<file path="src/rtl/wrs_pkg.sv">
`timescale 1ns/1ps
// Shared definitions for the weak-row read-refresh scheduler.
// Assumes class codes are two bits wide; only 2'b00 selects the short interval.
package wrs_pkg;
    localparam logic [1:0] CLS_SHORT = 2'b00;

    // Interval multiple of the base period for a class code.
    function automatic int unsigned class_mult(input logic [1:0] cls);
        return (cls == CLS_SHORT) ? 1 : 2;
    endfunction
endpackage

</file>
<file path="src/rtl/wrs_global_timer.sv">
`timescale 1ns/1ps
// Chip-wide refresh timer.
// Counts ms ticks down from the mode's interval and raises a pending
// request on expiry. The request is held until it is accepted.
// Assumes tick is a single-cycle pulse. A mode change restarts the count.
module wrs_global_timer #(
    parameter int BASE_MS   = 64,
    parameter int GLOBAL_MS = 192,
    parameter int CNT_W     = 8
) (
    input  logic clk,
    input  logic rst_n,
    input  logic tick,
    input  logic uniform,
    input  logic accept,
    output logic pend
);
    logic [CNT_W-1:0] cnt;
    logic [CNT_W-1:0] reload;
    logic             mode_q;
    logic             expire;

    // Interval chosen by the present mode.
    assign reload = uniform ? CNT_W'(BASE_MS) : CNT_W'(GLOBAL_MS);
    // Expiry only counts when the mode is steady.
    assign expire = tick && (uniform == mode_q) && (cnt <= CNT_W'(1));

    // Countdown with restart on expiry or mode change.
    always_ff @(posedge clk) begin
        if (!rst_n) begin
            cnt    <= reload;
            mode_q <= uniform;
        end else begin
            mode_q <= uniform;
            if (uniform != mode_q)  cnt <= reload;
            else if (expire)        cnt <= reload;
            else if (tick)          cnt <= cnt - CNT_W'(1);
        end
    end

    // Pending request: set on expiry, cleared on acceptance.
    always_ff @(posedge clk) begin
        if (!rst_n)      pend <= 1'b0;
        else if (expire) pend <= 1'b1;
        else if (accept) pend <= 1'b0;
    end


    ref_hold_chk: assert property (@(posedge clk) disable iff (!rst_n)
        pend && !accept |=> pend);

    gcnt_still_chk: assert property (@(posedge clk) disable iff (!rst_n)
        !tick && (uniform == mode_q) |=> $stable(cnt));
endmodule

</file>
<file path="src/rtl/wrs_entry.sv">
`timescale 1ns/1ps
// One weak-row table entry: address, class, countdown, due and overdue flags.
// Assumes at most one of write/accept is meaningful per cycle; write wins.
// In uniform mode the entry is held idle with a fresh countdown.
module wrs_entry
    import wrs_pkg::*;
#(
    parameter int BANK_W  = 3,
    parameter int ROW_W   = 16,
    parameter int BASE_MS = 64,
    parameter int CNT_W   = 8
) (
    input  logic              clk,
    input  logic              rst_n,
    input  logic              tick,
    input  logic              uniform,
    input  logic              wr_en,
    input  logic              wr_valid,
    input  logic [BANK_W-1:0] wr_bank,
    input  logic [ROW_W-1:0]  wr_row,
    input  logic [1:0]        wr_cls,
    input  logic              accept,
    output logic              valid,
    output logic [BANK_W-1:0] bank,
    output logic [ROW_W-1:0]  row,
    output logic              pend,
    output logic              ovd
);
    logic [1:0]       cls;
    logic [CNT_W-1:0] cnt;
    logic [CNT_W-1:0] reload_cur;
    logic [CNT_W-1:0] reload_new;

    // Reload values for the stored class and the class being written.
    assign reload_cur = CNT_W'(class_mult(cls) * BASE_MS);
    assign reload_new = CNT_W'(class_mult(wr_cls) * BASE_MS);

    // Entry state update, priority: write, idle/serve, tick.
    always_ff @(posedge clk) begin
        if (!rst_n) begin
            valid <= 1'b0;
            bank  <= '0;
            row   <= '0;
            cls   <= '0;
            cnt   <= '0;
            pend  <= 1'b0;
            ovd   <= 1'b0;
        end else if (wr_en) begin
            valid <= wr_valid;
            bank  <= wr_bank;
            row   <= wr_row;
            cls   <= wr_cls;
            cnt   <= reload_new;
            pend  <= 1'b0;
            ovd   <= 1'b0;
        end else if (valid) begin
            if (uniform || accept) begin
                cnt  <= reload_cur;
                pend <= 1'b0;
                ovd  <= 1'b0;
            end else if (tick) begin
                if (cnt <= CNT_W'(1)) begin
                    cnt  <= reload_cur;
                    pend <= 1'b1;
                    if (pend) ovd <= 1'b1;
                end else begin
                    cnt <= cnt - CNT_W'(1);
                end
            end
        end
    end


    pend_hold_chk: assert property (@(posedge clk) disable iff (!rst_n)
        pend && !accept && !wr_en && !uniform |=> pend);

    ovd_needs_pend_chk: assert property (@(posedge clk) disable iff (!rst_n)
        ovd |-> pend);

    ecnt_still_chk: assert property (@(posedge clk) disable iff (!rst_n)
        !tick && !wr_en && !accept && !uniform |=> $stable(cnt));
endmodule

</file>
<file path="src/rtl/wrs_pick.sv">
`timescale 1ns/1ps
// Fixed-priority picker: lowest set request index wins.
// Purely combinational; assumes IW bits can hold N-1.
module wrs_pick #(
    parameter int N  = 8,
    parameter int IW = 3
) (
    input  logic [N-1:0]  req,
    output logic          any,
    output logic [IW-1:0] idx,
    output logic [N-1:0]  grant
);
    // Scan upward and keep the first request found.
    always_comb begin
        any   = 1'b0;
        idx   = '0;
        grant = '0;
        for (int i = 0; i < N; i++) begin
            if (req[i] && !any) begin
                any      = 1'b1;
                idx      = IW'(i);
                grant[i] = 1'b1;
            end
        end
    end
endmodule

</file>
<file path="src/rtl/weak_row_refresh_sched.sv">
`timescale 1ns/1ps
// Weak-row read-refresh scheduler.
// Issues chip-wide refresh at a relaxed interval and keeps weak rows alive
// with ordinary reads on per-entry schedules. Refresh outranks reads.
// Assumes tick_ms is a one-cycle pulse and that NUM_ENTRIES >= 2.
module weak_row_refresh_sched
    import wrs_pkg::*;
#(
    parameter int NUM_ENTRIES = 8,
    parameter int BANK_W      = 3,
    parameter int ROW_W       = 16,
    parameter int BASE_MS     = 64,
    parameter int GLOBAL_MS   = 192,
    localparam int IDX_W      = $clog2(NUM_ENTRIES),
    localparam int MAX_IVL    = (GLOBAL_MS > 2 * BASE_MS) ? GLOBAL_MS : 2 * BASE_MS,
    localparam int CNT_W      = $clog2(MAX_IVL + 1)
) (
    input  logic              clk,
    input  logic              rst_n,
    input  logic              tick_ms,
    input  logic              uniform_mode,
    input  logic              tbl_we,
    input  logic [IDX_W-1:0]  tbl_idx,
    input  logic              tbl_valid,
    input  logic [BANK_W-1:0] tbl_bank,
    input  logic [ROW_W-1:0]  tbl_row,
    input  logic [1:0]        tbl_class,
    output logic              ref_valid,
    input  logic              ref_ready,
    output logic              rd_valid,
    input  logic              rd_ready,
    output logic [IDX_W-1:0]  rd_idx,
    output logic [BANK_W-1:0] rd_bank,
    output logic [ROW_W-1:0]  rd_row,
    output logic              overdue
);
    logic [NUM_ENTRIES-1:0] e_valid;
    logic [NUM_ENTRIES-1:0] e_pend;
    logic [NUM_ENTRIES-1:0] e_ovd;
    logic [NUM_ENTRIES-1:0] grant;
    logic [BANK_W-1:0]      e_bank [NUM_ENTRIES];
    logic [ROW_W-1:0]       e_row  [NUM_ENTRIES];
    logic                   any_pend;
    logic                   rd_fire;

    // Chip-wide refresh timer.
    wrs_global_timer #(
        .BASE_MS(BASE_MS), .GLOBAL_MS(GLOBAL_MS), .CNT_W(CNT_W)
    ) u_gtimer (
        .clk(clk), .rst_n(rst_n), .tick(tick_ms), .uniform(uniform_mode),
        .accept(ref_valid && ref_ready), .pend(ref_valid)
    );

    // One entry per table slot.
    for (genvar g = 0; g < NUM_ENTRIES; g++) begin : g_entry
        wrs_entry #(
            .BANK_W(BANK_W), .ROW_W(ROW_W), .BASE_MS(BASE_MS), .CNT_W(CNT_W)
        ) u_entry (
            .clk(clk), .rst_n(rst_n), .tick(tick_ms), .uniform(uniform_mode),
            .wr_en(tbl_we && (tbl_idx == IDX_W'(g))),
            .wr_valid(tbl_valid), .wr_bank(tbl_bank), .wr_row(tbl_row),
            .wr_cls(tbl_class),
            .accept(rd_fire && grant[g]),
            .valid(e_valid[g]), .bank(e_bank[g]), .row(e_row[g]),
            .pend(e_pend[g]), .ovd(e_ovd[g])
        );
    end

    // Lowest due entry is offered first.
    wrs_pick #(.N(NUM_ENTRIES), .IW(IDX_W)) u_pick (
        .req(e_pend), .any(any_pend), .idx(rd_idx), .grant(grant)
    );

    // Read offer: masked by uniform mode and by a pending refresh.
    assign rd_valid = !uniform_mode && !ref_valid && any_pend;
    assign rd_fire  = rd_valid && rd_ready;
    assign rd_bank  = e_bank[rd_idx];
    assign rd_row   = e_row[rd_idx];
    assign overdue  = |e_ovd;


    ref_over_rd_chk: assert property (@(posedge clk) disable iff (!rst_n)
        ref_valid |-> !rd_valid);

    uniform_no_rd_chk: assert property (@(posedge clk) disable iff (!rst_n)
        uniform_mode |-> !rd_valid);

    grant_onehot_chk: assert property (@(posedge clk) disable iff (!rst_n)
        $onehot0(grant) && ((grant & ~e_pend) == '0));

    invalid_idle_chk: assert property (@(posedge clk) disable iff (!rst_n)
        (e_pend & ~e_valid) == '0);
endmodule

</file>
<file path="config.mk">
export PLATFORM = sky130hd
export DESIGN_NAME = weak_row_refresh_sched
export DESIGN_NICKNAME = d
export VERILOG_FILES = /design/src/rtl/wrs_pkg.sv /design/src/rtl/wrs_global_timer.sv /design/src/rtl/wrs_entry.sv /design/src/rtl/wrs_pick.sv /design/src/rtl/weak_row_refresh_sched.sv
export SDC_FILE = /design/constraint.sdc
export NUM_CORES = 1
export LEC_CHECK = 0
export ABC_CLOCK_PERIOD_IN_PS = 4700
export BUFFER_PORTS_ARGS = -buffer_cell sky130_fd_sc_hd__buf_2
export CORE_MARGIN = 1
export CORE_UTILIZATION = 61
export DETAILED_ROUTE_END_ITERATION = 6
export PLACE_DENSITY = 0.76
export SYNTH_ARGS = -nofsm -noshare
export SYNTH_HDL_FRONTEND = slang
export SYNTH_SLANG_ARGS = --single-unit
export TNS_END_PERCENT = 20
</file>
<file path="constraint.sdc">
create_clock -name clk -period 4.7 [get_ports clk]
set_input_delay 0.47 -clock clk [delete_from_list [all_inputs] [get_ports clk]]
set_output_delay 0.47 -clock clk [all_outputs]
set_load 0.005 [all_outputs]
</file>
==> qor.txt, run 1 <==
OUTCOME
--------------------------------------------------------------------------------------------------------
Result of the run ......................................................................... finished, final reports clean

SETUP PATH
--------------------------------------------------------------------------------------------------------
Crit path buf inv count ...................................................................            1
Largest stage delay on the critical path ..................................................       780 ps
Category of the most critical setup path ..................................................      reg2out
Kind of start point of the critical path ..................................................    flip-flop
Max FO, Critical Path .....................................................................           19
Critical Path End Type ....................................................................   output pin
Cell family with the largest share of critical-path delay ................................. simple AND/OR/NAND/NOR gates
Cells along the critical path ............................................................. nor4_2 -> o21ai_1 -> nand2b_1 -> a211oi_1 -> nor4_1 -> buf_2
Highest-delay cell along the critical path ................................................ sky130_fd_sc_hd__nand2b_1
Arrival time at the worst endpoint ........................................................      3440 ps
Reg-to-reg startpoint ..................................................................... g_entry[0].u_entry.pend
Required @ worst endpoint .................................................................      4230 ps
Worst setup path startpoint ............................................................... g_entry[0].u_entry.pend

CTS
--------------------------------------------------------------------------------------------------------
CTS Buf Count .............................................................................           28
Number of post-CTS setup repair buffers ...................................................            0
Number of instances resized during post-cts repair ........................................            0
Hold buffer count at cts ..................................................................            0
Root buffer selected by CTS ............................................................... sky130_fd_sc_hd__clkbuf_16
Maximum count of clock buffers along a single path ........................................            3
Deepest level of the CTS H-tree ...........................................................            1
Sinks on the clock net ....................................................................          266
CTS tree ..................................................................................        built
Post-CTS clock slew at the launch and capture registers of the worst setup and hold paths .        60 ps
Later-pin clock latency in the skew report ................................................       540 ps

STA
--------------------------------------------------------------------------------------------------------
Final total negative setup slack ..........................................................         0 ps
# setup viols final .......................................................................            0
Setup ws final ............................................................................     790.4 ps
Max-slew violation count ..................................................................            0
F_max .....................................................................................    255.8 MHz
Number of failing hold endpoints at the final stage .......................................            0
Setup repair after global routing missed its margin .......................................        false
Final period util .........................................................................       83.18%
Slew at the pin closest to its max-slew limit .............................................      1082 ps
Minimum clock period ......................................................................      3910 ps
Worst-case clock skew .....................................................................     8.569 ps
Max transition margin .....................................................................       27.90%

DRT
--------------------------------------------------------------------------------------------------------
Post-DRT Antenna Nets .....................................................................            0
Drt initial violations ....................................................................         1168
Drt first pass iters ......................................................................            6
Post-detailed-route wirelength per cell ...................................................     18.68 um
Total length of routed wires ..............................................................     36130 um
Vias post-DR ..............................................................................        11940
DRC violation count after routing .........................................................            0
Per-cell via count in the routed design ...................................................        6.174

HOLD PATH
--------------------------------------------------------------------------------------------------------
Classification of the worst-slack hold path ...............................................       in2reg
Beginning of the worst hold path ..........................................................    ref_ready

PWR
--------------------------------------------------------------------------------------------------------
Power per cell area ....................................................................... 373.6 nW/um2
Static Leak ...............................................................................     5.288 nW
Maximum vdd drop ..........................................................................  0.0003270 V

CELLS AND AREA
--------------------------------------------------------------------------------------------------------
Synth-to-layout area growth ...............................................................       9.289%
Highest-count cells in the layout ignoring fill and taps .................................. 386 x sky130_fd_sc_hd__nand2_1, 258 x sky130_fd_sc_hd__dfxtp_1, 200 x sky130_fd_sc_hd__a21oi_1
Most common library cell in the layout ignoring fill and taps ............................. sky130_fd_sc_hd__nand2_1
Register area .............................................................................     5405 um2
Number of nets in the final layout ........................................................         1693
Count of non-filler cells in the finished layout ..........................................         1934
Share of final-layout standard cells stronger than drive strength 1 .......................       9.260%
Fill cell instance count of the final layout ..............................................         1716
Total area of multi-input combinational cells .............................................     6888 um2
Final cell utilization of the core ........................................................       68.95%

GLOBAL ROUTE
--------------------------------------------------------------------------------------------------------
Global route total overflow ...............................................................            0
Largest net degree at the start of global routing .........................................          137
Global route hottest layer ................................................................         met2
Grt met1 use ..............................................................................       46.80%
Overall fraction of global-route tracks in use ............................................       32.88%
First-pass GRT wire length ................................................................     58160 um
Number of global-route vias before repair .................................................        10910
Number of antenna violations at the first check in global routing .........................            1
Met3 Track Usage GR .......................................................................       5.988%
Global routing met2 resource utilization ..................................................       50.57%

SYNTH
--------------------------------------------------------------------------------------------------------
Leading register cell type out of synthesis ............................................... sky130_fd_sc_hd__dfxtp_1
Number of flops mapped to enable cells by yosys ...........................................            8
Total standard cell area after synthesis ..................................................    12970 um2
Post-synthesis register bit count .........................................................          266
Synth Area per Inst .......................................................................    7.721 um2
Async SR Flop Fraction ....................................................................           0%
Warnings from Yosys .......................................................................            0
Gate count of the mapped netlist ..........................................................         1680
Share of synthesized area occupied by flip-flops and latches ..............................       41.67%
Post-Synthesis Net Count ..................................................................         1730
Cell variety after synth ..................................................................           81

JOB
--------------------------------------------------------------------------------------------------------
Max-cap check violation count .............................................................            0

PLACED DESIGN
--------------------------------------------------------------------------------------------------------
HPWL reported at the end of detailed placement ............................................     22450 um
Worst setup slack before clock tree synthesis .............................................      1380 ps
Final RePlAce weighted congestion .........................................................       0.8977
Count of placed standard cells including taps .............................................         1883
Count of buffers from port buffering ......................................................           56

DIE
--------------------------------------------------------------------------------------------------------
Initial core utilization ..................................................................       63.09%
Number of rows in the core area ...........................................................           52
# IOs .....................................................................................           57
Die area ..................................................................................    21850 um2
Die span in x .............................................................................     147.8 um
Core outline area .........................................................................    20560 um2
Die outline height ........................................................................     147.8 um

## cells by family after synthesis
logic type | share of synthesized area [%]
DFF | 41.67
xor gates and xnor gates | 3.444
and+or+nand+nor | 27.38
adders and majority gates | 1.736
buffers and inverters | 5.653
AOI/OAI and AO/OA | 19.72
muxes | 0.4051
## cell type report
| type | instances | share of cell area (%) |
|---|---|---|
| Timing Repair Buffer | 72 | 2.824 |
| Tap cell | 270 | 2.383 |
| Inverter | 33 | 0.9091 |
| Clock inverter | 13 | 1.536 |
| Multi-Input combinational cell | 1242 | 48.59 |
| Sequential cell | 266 | 38.13 |
| Clock buffer | 37 | 5.613 |
| Antenna cell | 1 | 0.01765 |
## sequential cells by signal, indices dropped and copies added, names as in the netlist
name,flops
g_entry.u_entry.cnt,64
u_gtimer.cnt,8
g_entry.u_entry.cls,16
g_entry.u_entry.bank,24
u_gtimer.mode_q,1
u_gtimer.pend,1
g_entry.u_entry.valid,8
g_entry.u_entry.pend,8
g_entry.u_entry.ovd,8
g_entry.u_entry.row,128
## worst register-to-register path, cell delays in order, from the launching register on
cell and delay [ps]:
sky130_fd_sc_hd__dfxtp_1 430, sky130_fd_sc_hd__or4_4 670, sky130_fd_sc_hd__o31ai_2 580, sky130_fd_sc_hd__a21oi_1 90
sky130_fd_sc_hd__o21bai_1 460, sky130_fd_sc_hd__nor2_1 120
## cell usage after synthesis, types with 5 or more instances
master / number / share of area [%]
sky130_fd_sc_hd__o21a_1: 6 / 0.35
sky130_fd_sc_hd__o211ai_1: 5 / 0.29
sky130_fd_sc_hd__nor2_1: 123 / 3.6
sky130_fd_sc_hd__clkbuf_1: 108 / 3.1
sky130_fd_sc_hd__nand2_1: 387 / 11
sky130_fd_sc_hd__nand4b_1: 8 / 0.54
sky130_fd_sc_hd__nand2b_1: 7 / 0.34
sky130_fd_sc_hd__nor3_1: 27 / 1.0
sky130_fd_sc_hd__a21oi_1: 200 / 7.7
sky130_fd_sc_hd__a31o_2: 5 / 0.34
sky130_fd_sc_hd__nor4_1: 37 / 1.8
sky130_fd_sc_hd__inv_1: 32 / 0.93
sky130_fd_sc_hd__xor2_1: 31 / 2.1
sky130_fd_sc_hd__dfxtp_1: 258 / 40
sky130_fd_sc_hd__nand3_1: 24 / 0.93
sky130_fd_sc_hd__xnor2_1: 20 / 1.4
sky130_fd_sc_hd__ha_1: 18 / 1.7
sky130_fd_sc_hd__a21o_1: 6 / 0.35
sky130_fd_sc_hd__a31oi_1: 5 / 0.24
sky130_fd_sc_hd__or3_1: 9 / 0.43
sky130_fd_sc_hd__or2_2: 7 / 0.34
sky130_fd_sc_hd__buf_4: 18 / 1.0
sky130_fd_sc_hd__edfxtp_1: 8 / 1.9
sky130_fd_sc_hd__o21ai_0: 26 / 1.0
sky130_fd_sc_hd__nor2b_1: 9 / 0.43
sky130_fd_sc_hd__and3_1: 80 / 3.9
sky130_fd_sc_hd__nand3b_1: 6 / 0.35
sky130_fd_sc_hd__buf_1: 7 / 0.20
sky130_fd_sc_hd__or4_1: 6 / 0.35
sky130_fd_sc_hd__o22ai_1: 7 / 0.34
sky130_fd_sc_hd__a211oi_1: 89 / 5.2
sky130_fd_sc_hd__nand4_1: 12 / 0.58
sky130_fd_sc_hd__and2_1: 6 / 0.29
## metal layers
metal	up-vias	share of wire [%]	wire [um]
li1	5768	-	-
met1	5612	44	16040
met2	485	44	15830
met3	76	9.1	3274
met4	0	2.7	980
met5	-	0	0
## power breakdown
group	leakage (nW)	total [mW]	switching [mW]	internal, mW
registers	2.17	2.37	0.0479	2.33
clock network	0.491	2.43	0.922	1.51
logic	2.62	0.490	0.327	0.163
## metrics by stage
step	instance area, um2	hold slack (ps)	power [mW]
detailed placement	13160	442.6	2.900
global route	14170	214.5	5.446
CTS	14170	205.7	5.291
finish	14180	198.0	5.297
floorplan	12970	431.1	2.762
global placement	13160	436.2	2.887
## final timing paths
path / to / slack [ps] / cells past startpoint
worst max-delay path: rd_row[1] / 790 / 6
worst min-delay path: u_gtimer.pend / 200 / 3
worst max register to register: g_entry[7].u_entry.cnt[2] / 2210 / 5
worst min register to register: g_entry[2].u_entry.row[9] / 450 / 2
No activity file was read; power rests on OpenSTA's default activity.
==> run 2, diff against run 1 <==
--- a/config.mk
+++ b/config.mk
@@ -5,7 +5,7 @@
 export SDC_FILE = /design/constraint.sdc
 export NUM_CORES = 1
 export LEC_CHECK = 0
-export ABC_CLOCK_PERIOD_IN_PS = 4700
+export ABC_CLOCK_PERIOD_IN_PS = 4000
 export BUFFER_PORTS_ARGS = -buffer_cell sky130_fd_sc_hd__buf_2
 export CORE_MARGIN = 1
 export CORE_UTILIZATION = 61
==> constraint.sdc (replaced) <==
create_clock -name clk -period 4 [get_ports clk]
set_input_delay 0.4 -clock clk [delete_from_list [all_inputs] [get_ports clk]]
set_output_delay 0.4 -clock clk [all_outputs]
set_load 0.005 [all_outputs]
==> qor.txt, run 2 (synthesized netlist as in run 1, its figures left out) <==
CTS
--------------------------------------------------------------------------------------------------------
Hold buffer count at cts ..................................................................            0
Sinks on the clock net ....................................................................          266
Number of instances resized during post-cts repair ........................................            0
CTS tree ..................................................................................        built
Post-CTS clock slew at the launch and capture registers of the worst setup and hold paths .        60 ps
Later-pin clock latency in the skew report ................................................       540 ps
CTS Buf Count .............................................................................           28
Deepest level of the CTS H-tree ...........................................................            1
Maximum count of clock buffers along a single path ........................................            3
Number of post-CTS setup repair buffers ...................................................            0
Root buffer selected by CTS ............................................................... sky130_fd_sc_hd__clkbuf_16

DRT
--------------------------------------------------------------------------------------------------------
Post-detailed-route wirelength per cell ...................................................     18.91 um
Post-DRT Antenna Nets .....................................................................            0
Vias post-DR ..............................................................................        12050
Drt initial violations ....................................................................         1188
DRC violation count after routing .........................................................            0
Per-cell via count in the routed design ...................................................        6.207
Drt first pass iters ......................................................................            5
Total length of routed wires ..............................................................     36710 um

DIE
--------------------------------------------------------------------------------------------------------
Die outline height ........................................................................     147.8 um
# IOs .....................................................................................           57
Core outline area .........................................................................    20560 um2
Die span in x .............................................................................     147.8 um
Number of rows in the core area ...........................................................           52
Initial core utilization ..................................................................       63.09%
Die area ..................................................................................    21850 um2

GLOBAL ROUTE
--------------------------------------------------------------------------------------------------------
Overall fraction of global-route tracks in use ............................................       33.38%
Number of global-route vias before repair .................................................        11010
Global route total overflow ...............................................................            0
Number of antenna violations at the first check in global routing .........................            2
Largest net degree at the start of global routing .........................................          113
First-pass GRT wire length ................................................................     58710 um

STA
--------------------------------------------------------------------------------------------------------
Minimum clock period ......................................................................      3795 ps
Slew at the pin closest to its max-slew limit .............................................      1209 ps
F_max .....................................................................................    263.5 MHz
Final period util .........................................................................       94.87%
Final total negative setup slack ..........................................................         0 ps
Max-slew violation count ..................................................................            0
Worst-case clock skew .....................................................................     7.624 ps
Number of failing hold endpoints at the final stage .......................................            0
# setup viols final .......................................................................            0
Setup repair after global routing missed its margin .......................................        false
Max transition margin .....................................................................       19.32%

SETUP PATH
--------------------------------------------------------------------------------------------------------
Largest stage delay on the critical path ..................................................       700 ps
Critical Path End Type ....................................................................   output pin
Kind of start point of the critical path ..................................................    flip-flop
Cell count of the worst reg-to-reg path ...................................................            5
Cells along the critical path ............................................................. nor2_1 -> o31ai_4 -> nand2_2 -> buf_4 -> a211oi_1 -> nor4_1 -> buf_2
Category of the most critical setup path ..................................................      reg2out
Arrival time at the worst endpoint ........................................................      3390 ps
Max FO, Critical Path .....................................................................           77
Required @ worst endpoint .................................................................      3600 ps
Worst reg2reg setup slack .................................................................      1520 ps
Highest-delay cell along the critical path ................................................ sky130_fd_sc_hd__nor4_1

PLACED DESIGN
--------------------------------------------------------------------------------------------------------
HPWL reported at the end of detailed placement ............................................     23040 um
Count of placed standard cells including taps .............................................         1891
Cell area reported after detailed placement ...............................................    13230 um2
Final RePlAce weighted congestion .........................................................       0.9013
Count of buffers from port buffering ......................................................           56

PWR
--------------------------------------------------------------------------------------------------------
Maximum vdd drop ..........................................................................  0.0003658 V
Static Leak ...............................................................................     5.304 nW
Power per cell area ....................................................................... 424.7 nW/um2

CELLS AND AREA
--------------------------------------------------------------------------------------------------------
Number of flip-flops under the largest register name ......................................          128
Largest register by flop count ............................................................ g_entry.u_entry.row
Leading registers by flop count ........................................................... g_entry.u_entry.row (128), g_entry.u_entry.cnt (64), g_entry.u_entry.bank (24)
Synth-to-layout area growth ...............................................................       9.328%
Highest-count cells in the layout ignoring fill and taps .................................. 386 x sky130_fd_sc_hd__nand2_1, 258 x sky130_fd_sc_hd__dfxtp_1, 200 x sky130_fd_sc_hd__a21oi_1
Share of final-layout standard cells stronger than drive strength 1 .......................       9.760%
Most common library cell in the layout ignoring fill and taps ............................. sky130_fd_sc_hd__nand2_1
Finished Cell Area ........................................................................    14180 um2
Number of nets in the final layout ........................................................         1701
Count of non-filler cells in the finished layout ..........................................         1941

HOLD PATH
--------------------------------------------------------------------------------------------------------
Cell depth of the worst min-delay path ....................................................            3
Classification of the worst-slack hold path ...............................................       in2reg

JOB
--------------------------------------------------------------------------------------------------------
Max-cap check violation count .............................................................            0

OUTCOME
--------------------------------------------------------------------------------------------------------
Result of the run ......................................................................... finished, final reports clean

[run 2: cell types whose count changed in the layout (fill, tap and decap cells not counted)]
cell                         change
sky130_fd_sc_hd__clkbuf_8        +7
sky130_fd_sc_hd__buf_4           +7
sky130_fd_sc_hd__clkinvlp_4      -1
sky130_fd_sc_hd__inv_4           +1
sky130_fd_sc_hd__clkinv_2        -1
sky130_fd_sc_hd__bufinv_16       -5
sky130_fd_sc_hd__buf_12          +1
sky130_fd_sc_hd__clkinv_1        -2
[run 2: layout make-up]
type | instances | area, um2
multi-input combinational | 1242 | 6888
antenna | 1 | 2.502
sequential | 266 | 5405
timing repair buffer | 80 | 473.0
tap | 270 | 337.8
fill | 1755 | 6379
inverter | 33 | 128.9
clock buffer | 44 | 892.1
clock inverter | 5 | 53.80
[run 2: power breakdown]
group / switching [mW] / leakage, nW / internal (mW)
Sequential: 0.0589 / 2.17 / 2.73
Combinational: 0.390 / 2.66 / 0.196
Clock: 1.06 / 0.468 / 1.58
[run 2: stage by stage]
step	power [mW]	utilization, %	hold slack (ps)	setup WS [ps]
after floorplan	3.246	-	427.7	1630
after global placement	3.407	64.36	437.5	901.7
after detailed placement	3.420	64.36	442.6	868.0
after CTS	6.030	68.96	121.7	277.4
after global routing	6.212	68.96	139.8	65.11
final	6.023	68.98	124.5	205.4
[run 2: worst max-delay path, delay by kind of cell, from the launching register on]
kind                   cells  cell delay (ps)
and+or+nand+nor            3             1100
buffers and inverters      2              880
AOI/OAI and AO/OA          2              460
DFF                        1              410
[run 2: path summary, 6_finish.rpt]
kind                              start                         end
max             g_entry[2].u_entry.pend                   rd_row[2]
min                           ref_ready               u_gtimer.pend
max reg2reg     g_entry[0].u_entry.pend   g_entry[5].u_entry.cnt[0]
min reg2reg  g_entry[6].u_entry.row[11]  g_entry[6].u_entry.row[11]
[run 2: layer usage]
layer	routed length (um)	global-route usage, %	up-vias
met4	930	9.691	2
met5	11	0	-
li1	-	-	5796
met2	16200	51.53	508
met3	3150	4.907	75
met1	16410	48.19	5667
==> run 3, diff against run 2 <==
--- a/config.mk
+++ b/config.mk
@@ -5,7 +5,7 @@
 export SDC_FILE = /design/constraint.sdc
 export NUM_CORES = 1
 export LEC_CHECK = 0
-export ABC_CLOCK_PERIOD_IN_PS = 4000
+export ABC_CLOCK_PERIOD_IN_PS = 4300
 export BUFFER_PORTS_ARGS = -buffer_cell sky130_fd_sc_hd__buf_2
 export CORE_MARGIN = 1
 export CORE_UTILIZATION = 61
==> constraint.sdc (replaced) <==
create_clock -name clk -period 4.3 [get_ports clk]
set_input_delay 0.43 -clock clk [delete_from_list [all_inputs] [get_ports clk]]
set_output_delay 0.43 -clock clk [all_outputs]
set_load 0.005 [all_outputs]
==> qor.txt, run 3 (synthesized netlist as in run 1, its figures left out) <==
CELLS AND AREA
--------------------------------------------------------------------------------------------------------
Most common library cell in the layout ignoring fill and taps ............................. sky130_fd_sc_hd__nand2_1
Highest-count cells in the layout ignoring fill and taps .................................. 386 x sky130_fd_sc_hd__nand2_1, 258 x sky130_fd_sc_hd__dfxtp_1, 200 x sky130_fd_sc_hd__a21oi_1
Largest register by flop count ............................................................ g_entry.u_entry.row
Count of non-filler cells in the finished layout ..........................................         1940
Number of nets in the final layout ........................................................         1697
Share of final-layout standard cells stronger than drive strength 1 .......................       9.587%
Register area .............................................................................     5405 um2
Finished Cell Area ........................................................................    14140 um2
Total area of multi-input combinational cells .............................................     6888 um2
Fill cell instance count of the final layout ..............................................         1752
Number of flip-flops under the largest register name ......................................          128
Final cell utilization of the core ........................................................       68.77%
Leading registers by flop count ........................................................... g_entry.u_entry.row (128), g_entry.u_entry.cnt (64), g_entry.u_entry.bank (24)
Synth-to-layout area growth ...............................................................       9.000%

DIE
--------------------------------------------------------------------------------------------------------
# IOs .....................................................................................           57
Number of rows in the core area ...........................................................           52
Die span in x .............................................................................     147.8 um
Die area ..................................................................................    21850 um2
Initial core utilization ..................................................................       63.09%
Core outline area .........................................................................    20560 um2
Die outline height ........................................................................     147.8 um

CTS
--------------------------------------------------------------------------------------------------------
Number of post-CTS setup repair buffers ...................................................            0
Post-CTS clock slew at the launch and capture registers of the worst setup and hold paths .        60 ps
Maximum count of clock buffers along a single path ........................................            3
Number of instances resized during post-cts repair ........................................            0
Root buffer selected by CTS ............................................................... sky130_fd_sc_hd__clkbuf_16
CTS Buf Count .............................................................................           28
CTS tree ..................................................................................        built
Sinks on the clock net ....................................................................          266
Deepest level of the CTS H-tree ...........................................................            1
Later-pin clock latency in the skew report ................................................       540 ps
Hold buffer count at cts ..................................................................            0

SETUP PATH
--------------------------------------------------------------------------------------------------------
Kind of start point of the critical path ..................................................    flip-flop
Arrival time at the worst endpoint ........................................................      3430 ps
Category of the most critical setup path ..................................................      reg2out
Required @ worst endpoint .................................................................      3870 ps
Max FO, Critical Path .....................................................................           19
Critical Path End Type ....................................................................   output pin

PLACED DESIGN
--------------------------------------------------------------------------------------------------------
Count of placed standard cells including taps .............................................         1887
HPWL reported at the end of detailed placement ............................................     23030 um
Final RePlAce weighted congestion .........................................................       0.8731
Cell area reported after detailed placement ...............................................    13190 um2
Count of buffers from port buffering ......................................................           56

STA
--------------------------------------------------------------------------------------------------------
Setup repair after global routing missed its margin .......................................        false
Worst-case clock skew .....................................................................     7.122 ps
Final period util .........................................................................       89.75%
Max-slew violation count ..................................................................            0
Number of failing hold endpoints at the final stage .......................................            0
Final total negative setup slack ..........................................................         0 ps
Slew at the pin closest to its max-slew limit .............................................      1133 ps
# setup viols final .......................................................................            0
Minimum clock period ......................................................................      3859 ps
Max transition margin .....................................................................       24.21%
F_max .....................................................................................    259.1 MHz

DRT
--------------------------------------------------------------------------------------------------------
Drt initial violations ....................................................................         1093
Total length of routed wires ..............................................................     35930 um
Vias post-DR ..............................................................................        11970
Post-DRT Antenna Nets .....................................................................            0
Drt first pass iters ......................................................................            6
Per-cell via count in the routed design ...................................................        6.170
DRC violation count after routing .........................................................            0
Post-detailed-route wirelength per cell ...................................................     18.52 um

GLOBAL ROUTE
--------------------------------------------------------------------------------------------------------
Overall fraction of global-route tracks in use ............................................       32.97%
Largest net degree at the start of global routing .........................................           80
Number of antenna violations at the first check in global routing .........................            2
Number of global-route vias before repair .................................................        10840
First-pass GRT wire length ................................................................     57870 um
Global route total overflow ...............................................................            0

JOB
--------------------------------------------------------------------------------------------------------
Max-cap check violation count .............................................................            0

PWR
--------------------------------------------------------------------------------------------------------
Internal power ............................................................................     4.182 mW
Maximum vdd drop ..........................................................................  0.0003091 V
Switching fraction of total power .........................................................       24.96%
Net Switching .............................................................................     1.391 mW
Static Leak ...............................................................................     5.288 nW
Sequential power share ....................................................................        46.6%
Power per cell area ....................................................................... 394.2 nW/um2
Relative contribution of combinational cells to total power ...............................         9.6%
Clock power share .........................................................................        43.9%

HOLD PATH
--------------------------------------------------------------------------------------------------------
Classification of the worst-slack hold path ...............................................       in2reg

OUTCOME
--------------------------------------------------------------------------------------------------------
Result of the run ......................................................................... finished, final reports clean

## run 3: changes by cell type in the layout (fill, tap and decap cells not counted), sizes merged
cell and delta:
clkbuf +1, inv -1, clkinv +4, buf -4, clkinvlp -1
## run 3: final timing paths
check | start | to | slack [ps] | cells past startpoint
min | ref_ready | u_gtimer.pend | 150 | 3
min reg2reg | g_entry[3].u_entry.cls[1] | g_entry[3].u_entry.cls[1] | 450 | 2
max reg2reg | g_entry[0].u_entry.pend | g_entry[5].u_entry.cnt[3] | 1910 | 5
max | g_entry[0].u_entry.pend | rd_bank[2] | 440 | 6
## run 3: power groups by stage
stage / combinational (mW) / clock [mW] / sequential [mW]
finish: 0.534 / 2.44 / 2.59
CTS: 0.526 / 2.47 / 2.59
floorplan: 0.390 / 0 / 2.63
detailed placement: 0.523 / 0 / 2.65
global route: 0.582 / 2.58 / 2.60
global placement: 0.514 / 0 / 2.65
## run 3: worst max-delay path, cell delays in order, from the launching register on
cell	delay [ps]
sky130_fd_sc_hd__dfxtp_1	440
sky130_fd_sc_hd__nor4_2	610
sky130_fd_sc_hd__o21ai_1	210
sky130_fd_sc_hd__nand2_1	730
sky130_fd_sc_hd__a211oi_1	120
sky130_fd_sc_hd__nor4_1	540
sky130_fd_sc_hd__buf_2	230
## run 3: final cells by class
cell class | count | area share, %
antenna | 1 | 0.01770
clock buffer | 45 | 6.265
clock inverter | 7 | 0.4248
inverter | 33 | 0.9115
multi-input combinational | 1242 | 48.72
sequential | 266 | 38.23
tap | 270 | 2.389
timing repair buffer | 76 | 3.044
## run 3: through the flow
step                      power, mW  setup WS [ps]  hold slack (ps)
after global routing          5.761          344.0            185.1
after CTS                     5.588          522.0            143.3
after global placement        3.159           1145            436.5
final                         5.573          440.7            154.9
after detailed placement      3.170           1102            444.8
after floorplan               3.019           1900            431.1
## run 3: metal layers
layer	part of all wire [%]	track usage [%]
met2	44	51.89
met4	2.9	10.21
met3	8.6	5.432
met5	0.031	0
met1	44	46.20
